### src/rtl/sysctl_pkg.sv
package sysctl_pkg;

  localparam int CODE_W      = 4;
  localparam int MASK_W      = 8;
  localparam int MASK_LO     = 8;
  localparam int PEND_LO     = 10;
  localparam int CODE_LO     = 2;
  localparam int IDX_W       = 2;

  typedef enum logic [IDX_W-1:0] {
    RSEL_STATE = 2'd0,
    RSEL_CAUSE = 2'd1,
    RSEL_EPC   = 2'd2,
    RSEL_BADVA = 2'd3
  } rsel_e;

  typedef enum logic [CODE_W-1:0] {
    XC_IRQ     = 4'd0,
    XC_ADDR_LD = 4'd4,
    XC_ADDR_ST = 4'd5,
    XC_IBUS    = 4'd6,
    XC_DBUS    = 4'd7,
    XC_SYSCALL = 4'd8,
    XC_BREAK   = 4'd9,
    XC_RESV    = 4'd10,
    XC_OVF     = 4'd12
  } xcode_e;

  typedef enum logic [1:0] {
    STK_HOLD = 2'd0,
    STK_PUSH = 2'd1,
    STK_POP  = 2'd2,
    STK_LOAD = 2'd3
  } stk_op_e;

  function automatic logic is_addr_fault(input logic [CODE_W-1:0] c);
    return (xcode_e'(c) == XC_ADDR_LD) || (xcode_e'(c) == XC_ADDR_ST);
  endfunction

endpackage

### src/rtl/exc_mode_stack.sv
module exc_mode_stack
  import sysctl_pkg::*;
#(
  parameter int LEVELS = 3,
  parameter int MSK_W  = 8,
  localparam int STK_W = 2 * LEVELS
) (
  input  logic             clk,
  input  logic             rst_n,
  input  stk_op_e          op,
  input  logic [MSK_W-1:0] wr_mask,
  input  logic [STK_W-1:0] wr_stk,
  output logic [MSK_W-1:0] mask_q,
  output logic [STK_W-1:0] stk_q
);

  logic [MSK_W-1:0] mask_d;
  logic [STK_W-1:0] stk_d;
  logic             upd;

  always_comb begin
    mask_d = mask_q;
    stk_d  = stk_q;
    upd    = 1'b0;
    unique case (op)
      STK_PUSH: begin
        stk_d = {stk_q[STK_W-3:0], 2'b00};
        upd   = 1'b1;
      end
      STK_POP: begin
        stk_d = {stk_q[STK_W-1 -: 2], stk_q[STK_W-1:2]};
        upd   = 1'b1;
      end
      STK_LOAD: begin
        mask_d = wr_mask;
        stk_d  = wr_stk;
        upd    = 1'b1;
      end
      default: upd = 1'b0;
    endcase
  end

  always_ff @(posedge clk or negedge rst_n) begin
    if (!rst_n) begin
      mask_q <= '0;
      stk_q  <= '0;
    end else if (upd) begin
      mask_q <= mask_d;
      stk_q  <= stk_d;
    end
  end

endmodule

### src/rtl/irq_cause_unit.sv
module irq_cause_unit
  import sysctl_pkg::*;
#(
  parameter int NUM_HW = 5
) (
  input  logic              clk,
  input  logic              rst_n,
  input  logic [NUM_HW-1:0] hw_irq,
  input  logic              code_we,
  input  logic [CODE_W-1:0] code_in,
  output logic [NUM_HW-1:0] pend_q,
  output logic [CODE_W-1:0] code_q
);

  logic [NUM_HW-1:0] pend_d;
  logic [CODE_W-1:0] code_d;

  always_comb begin
    pend_d = hw_irq;
    code_d = code_we ? code_in : code_q;
  end

  always_ff @(posedge clk or negedge rst_n) begin
    if (!rst_n) begin
      pend_q <= '0;
    end else begin
      pend_q <= pend_d;
    end
  end

  always_ff @(posedge clk or negedge rst_n) begin
    if (!rst_n) begin
      code_q <= '0;
    end else if (code_we) begin
      code_q <= code_d;
    end
  end

endmodule

### src/rtl/exc_addr_regs.sv
module exc_addr_regs #(
  parameter int XLEN   = 32,
  parameter int PC_ADJ = 4
) (
  input  logic            clk,
  input  logic            rst_n,
  input  logic            exc_valid,
  input  logic            addr_fault,
  input  logic [XLEN-1:0] fault_pc,
  input  logic [XLEN-1:0] fault_addr,
  input  logic            epc_sw_we,
  input  logic [XLEN-1:0] sw_data,
  output logic [XLEN-1:0] epc_q,
  output logic [XLEN-1:0] badva_q
);

  logic [XLEN-1:0] epc_d;
  logic            epc_en;
  logic            badva_en;

  always_comb begin
    epc_en   = exc_valid | epc_sw_we;
    epc_d    = exc_valid ? (fault_pc - XLEN'(PC_ADJ)) : sw_data;
    badva_en = exc_valid & addr_fault;
  end

  always_ff @(posedge clk or negedge rst_n) begin
    if (!rst_n) begin
      epc_q <= '0;
    end else if (epc_en) begin
      epc_q <= epc_d;
    end
  end

  always_ff @(posedge clk or negedge rst_n) begin
    if (!rst_n) begin
      badva_q <= '0;
    end else if (badva_en) begin
      badva_q <= fault_addr;
    end
  end

endmodule

### src/rtl/sysctl_exc_regs.sv
module sysctl_exc_regs
  import sysctl_pkg::*;
#(
  parameter int XLEN   = 32,
  parameter int NUM_HW = 5,
  parameter int LEVELS = 3,
  parameter int PC_ADJ = 4
) (
  input  logic              clk,
  input  logic              rst_n,
  input  logic              exc_valid,
  input  logic [CODE_W-1:0] exc_code,
  input  logic [XLEN-1:0]   fault_pc,
  input  logic [XLEN-1:0]   fault_addr,
  input  logic [NUM_HW-1:0] hw_irq,
  input  logic              rfe,
  input  logic              reg_wr_en,
  input  logic [IDX_W-1:0]  reg_addr,
  input  logic [XLEN-1:0]   reg_wdata,
  output logic [XLEN-1:0]   reg_rdata,
  output logic              irq_req,
  output logic              kernel_mode,
  output logic              int_enabled
);

  localparam int STK_W   = 2 * LEVELS;
  localparam int HWM_OFS = PEND_LO - MASK_LO;

  logic              rst_meta;
  logic              rst_n_sync;
  stk_op_e           stk_op;
  logic [MASK_W-1:0] mask_q;
  logic [STK_W-1:0]  stk_q;
  logic [NUM_HW-1:0] pend_q;
  logic [CODE_W-1:0] code_q;
  logic [XLEN-1:0]   epc_q;
  logic [XLEN-1:0]   badva_q;
  logic              state_sw_we;
  logic              epc_sw_we;
  logic [NUM_HW-1:0] hw_mask;
  logic [XLEN-1:0]   state_word;
  logic [XLEN-1:0]   cause_word;

  always_ff @(posedge clk or negedge rst_n) begin
    if (!rst_n) begin
      rst_meta   <= 1'b0;
      rst_n_sync <= 1'b0;
    end else begin
      rst_meta   <= 1'b1;
      rst_n_sync <= rst_meta;
    end
  end

  always_comb begin
    state_sw_we = reg_wr_en & (rsel_e'(reg_addr) == RSEL_STATE);
    epc_sw_we   = reg_wr_en & (rsel_e'(reg_addr) == RSEL_EPC) & ~exc_valid;
    if (exc_valid)        stk_op = STK_PUSH;
    else if (rfe)         stk_op = STK_POP;
    else if (state_sw_we) stk_op = STK_LOAD;
    else                  stk_op = STK_HOLD;
  end

  exc_mode_stack #(
    .LEVELS (LEVELS),
    .MSK_W  (MASK_W)
  ) i_stack (
    .clk     (clk),
    .rst_n   (rst_n_sync),
    .op      (stk_op),
    .wr_mask (reg_wdata[MASK_LO +: MASK_W]),
    .wr_stk  (reg_wdata[STK_W-1:0]),
    .mask_q  (mask_q),
    .stk_q   (stk_q)
  );

  irq_cause_unit #(
    .NUM_HW (NUM_HW)
  ) i_cause (
    .clk     (clk),
    .rst_n   (rst_n_sync),
    .hw_irq  (hw_irq),
    .code_we (exc_valid),
    .code_in (exc_code),
    .pend_q  (pend_q),
    .code_q  (code_q)
  );

  exc_addr_regs #(
    .XLEN   (XLEN),
    .PC_ADJ (PC_ADJ)
  ) i_addr (
    .clk        (clk),
    .rst_n      (rst_n_sync),
    .exc_valid  (exc_valid),
    .addr_fault (is_addr_fault(exc_code)),
    .fault_pc   (fault_pc),
    .fault_addr (fault_addr),
    .epc_sw_we  (epc_sw_we),
    .sw_data    (reg_wdata),
    .epc_q      (epc_q),
    .badva_q    (badva_q)
  );

  always_comb begin
    hw_mask = mask_q[HWM_OFS +: NUM_HW];
    irq_req     = (|(pend_q & hw_mask)) & stk_q[0];
    int_enabled = stk_q[0];
    kernel_mode = ~stk_q[1];
  end

  always_comb begin
    state_word                   = '0;
    state_word[MASK_LO +: MASK_W] = mask_q;
    state_word[STK_W-1:0]        = stk_q;
    cause_word                   = '0;
    cause_word[PEND_LO +: NUM_HW] = pend_q;
    cause_word[CODE_LO +: CODE_W] = code_q;
  end

  always_comb begin
    unique case (rsel_e'(reg_addr))
      RSEL_STATE: reg_rdata = state_word;
      RSEL_CAUSE: reg_rdata = cause_word;
      RSEL_EPC:   reg_rdata = epc_q;
      default:    reg_rdata = badva_q;
    endcase
  end

endmodule

### config.mk
export PLATFORM = sky130hd
export DESIGN_NAME = sysctl_exc_regs
export DESIGN_NICKNAME = d
export VERILOG_FILES = /design/src/rtl/sysctl_pkg.sv /design/src/rtl/exc_mode_stack.sv /design/src/rtl/irq_cause_unit.sv /design/src/rtl/exc_addr_regs.sv /design/src/rtl/sysctl_exc_regs.sv
export SDC_FILE = /design/constraint.sdc
export NUM_CORES = 1
export LEC_CHECK = 0
export CAP_MARGIN = 10
export CELL_PAD_IN_SITES_DETAIL_PLACEMENT = 0
export CELL_PAD_IN_SITES_GLOBAL_PLACEMENT = 1
export CORE_ASPECT_RATIO = 1.5
export CORE_UTILIZATION = 37
export DETAILED_ROUTE_END_ITERATION = 12
export GPL_ROUTABILITY_DRIVEN = 0
export PLACE_DENSITY_LB_ADDON = 0.1
export SLEW_MARGIN = 10
export SYNTH_ARGS = -nofsm -noshare
export SYNTH_HDL_FRONTEND = slang
export SYNTH_SLANG_ARGS = --single-unit
### constraint.sdc
create_clock -name clk -period 2.9 [get_ports clk]
set_input_delay 0.29 -clock clk [delete_from_list [all_inputs] [get_ports clk]]
set_output_delay 0.29 -clock clk [all_outputs]
set_load 0.1 [all_outputs]
==> results.toml <==
[run_status]
status = "finished, final reports clean"

[sta]
setup_viol = 0
finalHoldViolations = 0
fin_skew_ns = 0.00640
post-route-period-util_pct = 88.0
fmax_mhz = 392
worstMarginPinSlew_ns = 0.613
slew_headroom_pct = 59.1
rsz0062_at_grt = "no"
min_period_ns = 2.55
slew_violations = 0

[yosys]
synth_top_area_share_pct = 45.1
ys_ff_latch = 89
synth_top_cell_by_area = "dfrtp_1"
synthFlopType = "dfrtp_1"
synth_cell_types = 47
netlist_area_um2 = 4940
synth_edf_count = 0
yosysSeqAreaShare_pct = 45.1
ys_async_sr_fraction_pct = 100
netlist_instances = 433
yosys_warnings = 0
synthTopCellsByArea = "dfrtp_1, mux2_2, mux2i_1"
postSynthAreaPerCell_um2 = 11.4
syn_nets = 546

[critical_path]
crit_path_start_kind = "input port"
r2r_start = "i_stack.stk_q[0]"
critPathMostFrequentCell = "or4_1"
r2r_end = "i_stack.stk_q[0]"
path_max_fanout = 9
path_buf_inv = 2
cp_data_required_time_ns = 3.15
crit_arrival_ns = 2.80
path_delay_family = "simple AND/OR/NAND/NOR gates"
criticalPathCategory = "input port to flop"
cpPeakStageDelay_ns = 0.69
cp_cell_sequence = "clkdlybuf4s50_1 > inv_1 > ha_1 > or3b_4 > or4_1 > or4_1 > a31oi_1"
crit_path_end_kind = "flop"
r2r_slack_ns = 1.85
r2r_cells = 3
cpMaxStageDelayCell = "or4_1"

[global_routing]
grt_pass1_vias = 4217
grt-ovfl-total = 0
grt_max_degree = 49
grt_pass1_wl_um = 22100
antenna_found_initial = 0
grtUsageTotal_pct = 21.5

[placement]
hpwlAfterDp_um = 10800
io_buffer_count = 146

[finish]
synthToLayoutAreaGrowth_pct = 48.1
fillCellCount = 1159
insertedDiodeCount = 0
layout_commonest_cell = "clkdlybuf4s50_1"
utilization_pct = 56.2
drive_gt1_share_pct = 29.4
final_cell_mix = "clkdlybuf4s50_1, dfrtp_1, mux2_2"
layout.nets = 704

[clock_tree]
cts_tree = "done"
cts_buffer_depth = 2
cts_root_buf = "clkbuf_16"
clk_pin_slew_ns = 0.06
postCtsSetupRepairBufs = 0
htree_levels = 3
cts_sinks = 89
clk_latency_ns = 0.33
cts-resized-gates = 0
hold_buffers = 0
cts_made_buffers = 9

[floorplanning]
initial_core_util_pct = 37.9
core_um2 = 13000
rows = 51
fp.dieW_um = 96.3
die_h_um = 143
ios = 147
die_area_um2 = 13800

[detailed_routing]
final_antenna_net_count = 0
num_vias = 4049
viasPerCell = 5.36
drt-total-wl_um = 14000
drc = 0
first_pass_iters = 4
drt_iter0_markers = 131
wire_per_inst_um = 18.5

[pwr]
ir_worst_vdd_mv = 0.286
power_uw = 4170
power_leakage_uw = 0.00297
powerDensity_nw_per_um2 = 571

[flow_run]
maxCapViolCount = 0

[min_path]
hp-class = "input port to async pin"
final cells by class:
cell class | instances | area [um^2] | area share (%)
Multi-Input combinational cell | 312 | 2570 | 35.2
Tap cell | 159 | 199 | 2.72
Clock buffer | 14 | 264 | 3.61
Sequential cell | 89 | 2230 | 30.5
Clock inverter | 2 | 37.5 | 0.513
Inverter | 4 | 15.0 | 0.205
Timing Repair Buffer | 175 | 1990 | 27.3
synthesized netlist by cell type (2+ instances only):
master / number
nor4_1: 6
xor2_1: 12
mux2i_1: 28
clkbuf_1: 13
nor3b_1: 2
or4_1: 11
nand4_1: 5
o31ai_1: 7
nor2b_1: 19
xnor2_1: 2
nand3_1: 3
nand3b_1: 3
nand2_1: 16
dfrtp_1: 89
mux4_2: 9
inv_1: 4
o21ai_0: 13
nor2_1: 35
nand4b_1: 2
a31oi_1: 13
a22o_1: 5
buf_2: 2
dlygate4sd1_1: 2
a21oi_1: 13
mux2_2: 79
nor3_1: 6
or3_1: 7
buf_1: 8
registers in the layout, summed over array words and instances (netlist names):
signal,flops
rst_n_sync,1
rst_meta,1
i_cause.code_q,4
i_addr.badva_q,32
i_cause.pend_q,5
i_stack.stk_q,6
i_stack.mask_q,8
i_addr.epc_q,32
where the power goes:
part           total, uW  internal [uW]  switching [uW]
combinational       1440            656             781
clock               1180            717             463
sequential          1560           1430             127
routing by layer:
layer / up-vias / routed length, um / track usage (%)
li1: 1924 / - / -
met1: 2004 / 5980 / 27.7
met2: 109 / 7230 / 36.8
met3: 12 / 571 / 3.02
met4: 0 / 208 / 6.73
met5: - / 0 / 0
how the worst max path moves through the flow:
| stage | from | end | cells past startpoint |
|---|---|---|---|
| 2_1_floorplan | reg_addr[1] | reg_rdata[17] | 4 |
| 3_3_place_gp | fault_pc[3] | i_addr.epc_q[30] | 7 |
| 3_5_place_dp | fault_pc[3] | i_addr.epc_q[28] | 7 |
| 4_1_cts | fault_pc[3] | i_addr.epc_q[28] | 7 |
| 5_1_grt | fault_pc[3] | i_addr.epc_q[28] | 7 |
| 6_report | fault_pc[3] | i_addr.epc_q[28] | 7 |
cell families after synthesis:
kind of cell | synth area share, %
fa+ha+maj | 0.253
simple gates | 13.9
buf+inv | 3.12
flops | 45.1
compound gates | 7.27
mux | 27.8
other cells | 0.0760
xor+xnor | 2.48
metrics by stage:
stage	cells	hold slack (ns)	area (um^2)	worst slack, ns	setup TNS, ns
after floorplan	433	-0.00559	4940	0.0457	0
after global placement	739	0.340	7010	0.0850	0
after detailed placement	739	0.343	7010	-0.0175	-0.0175
after CTS	755	0.0998	7310	0.362	0
after global routing	755	0.110	7310	0.237	0
final	755	0.109	7310	0.348	0
No activity file was read; power rests on OpenSTA's default activity.
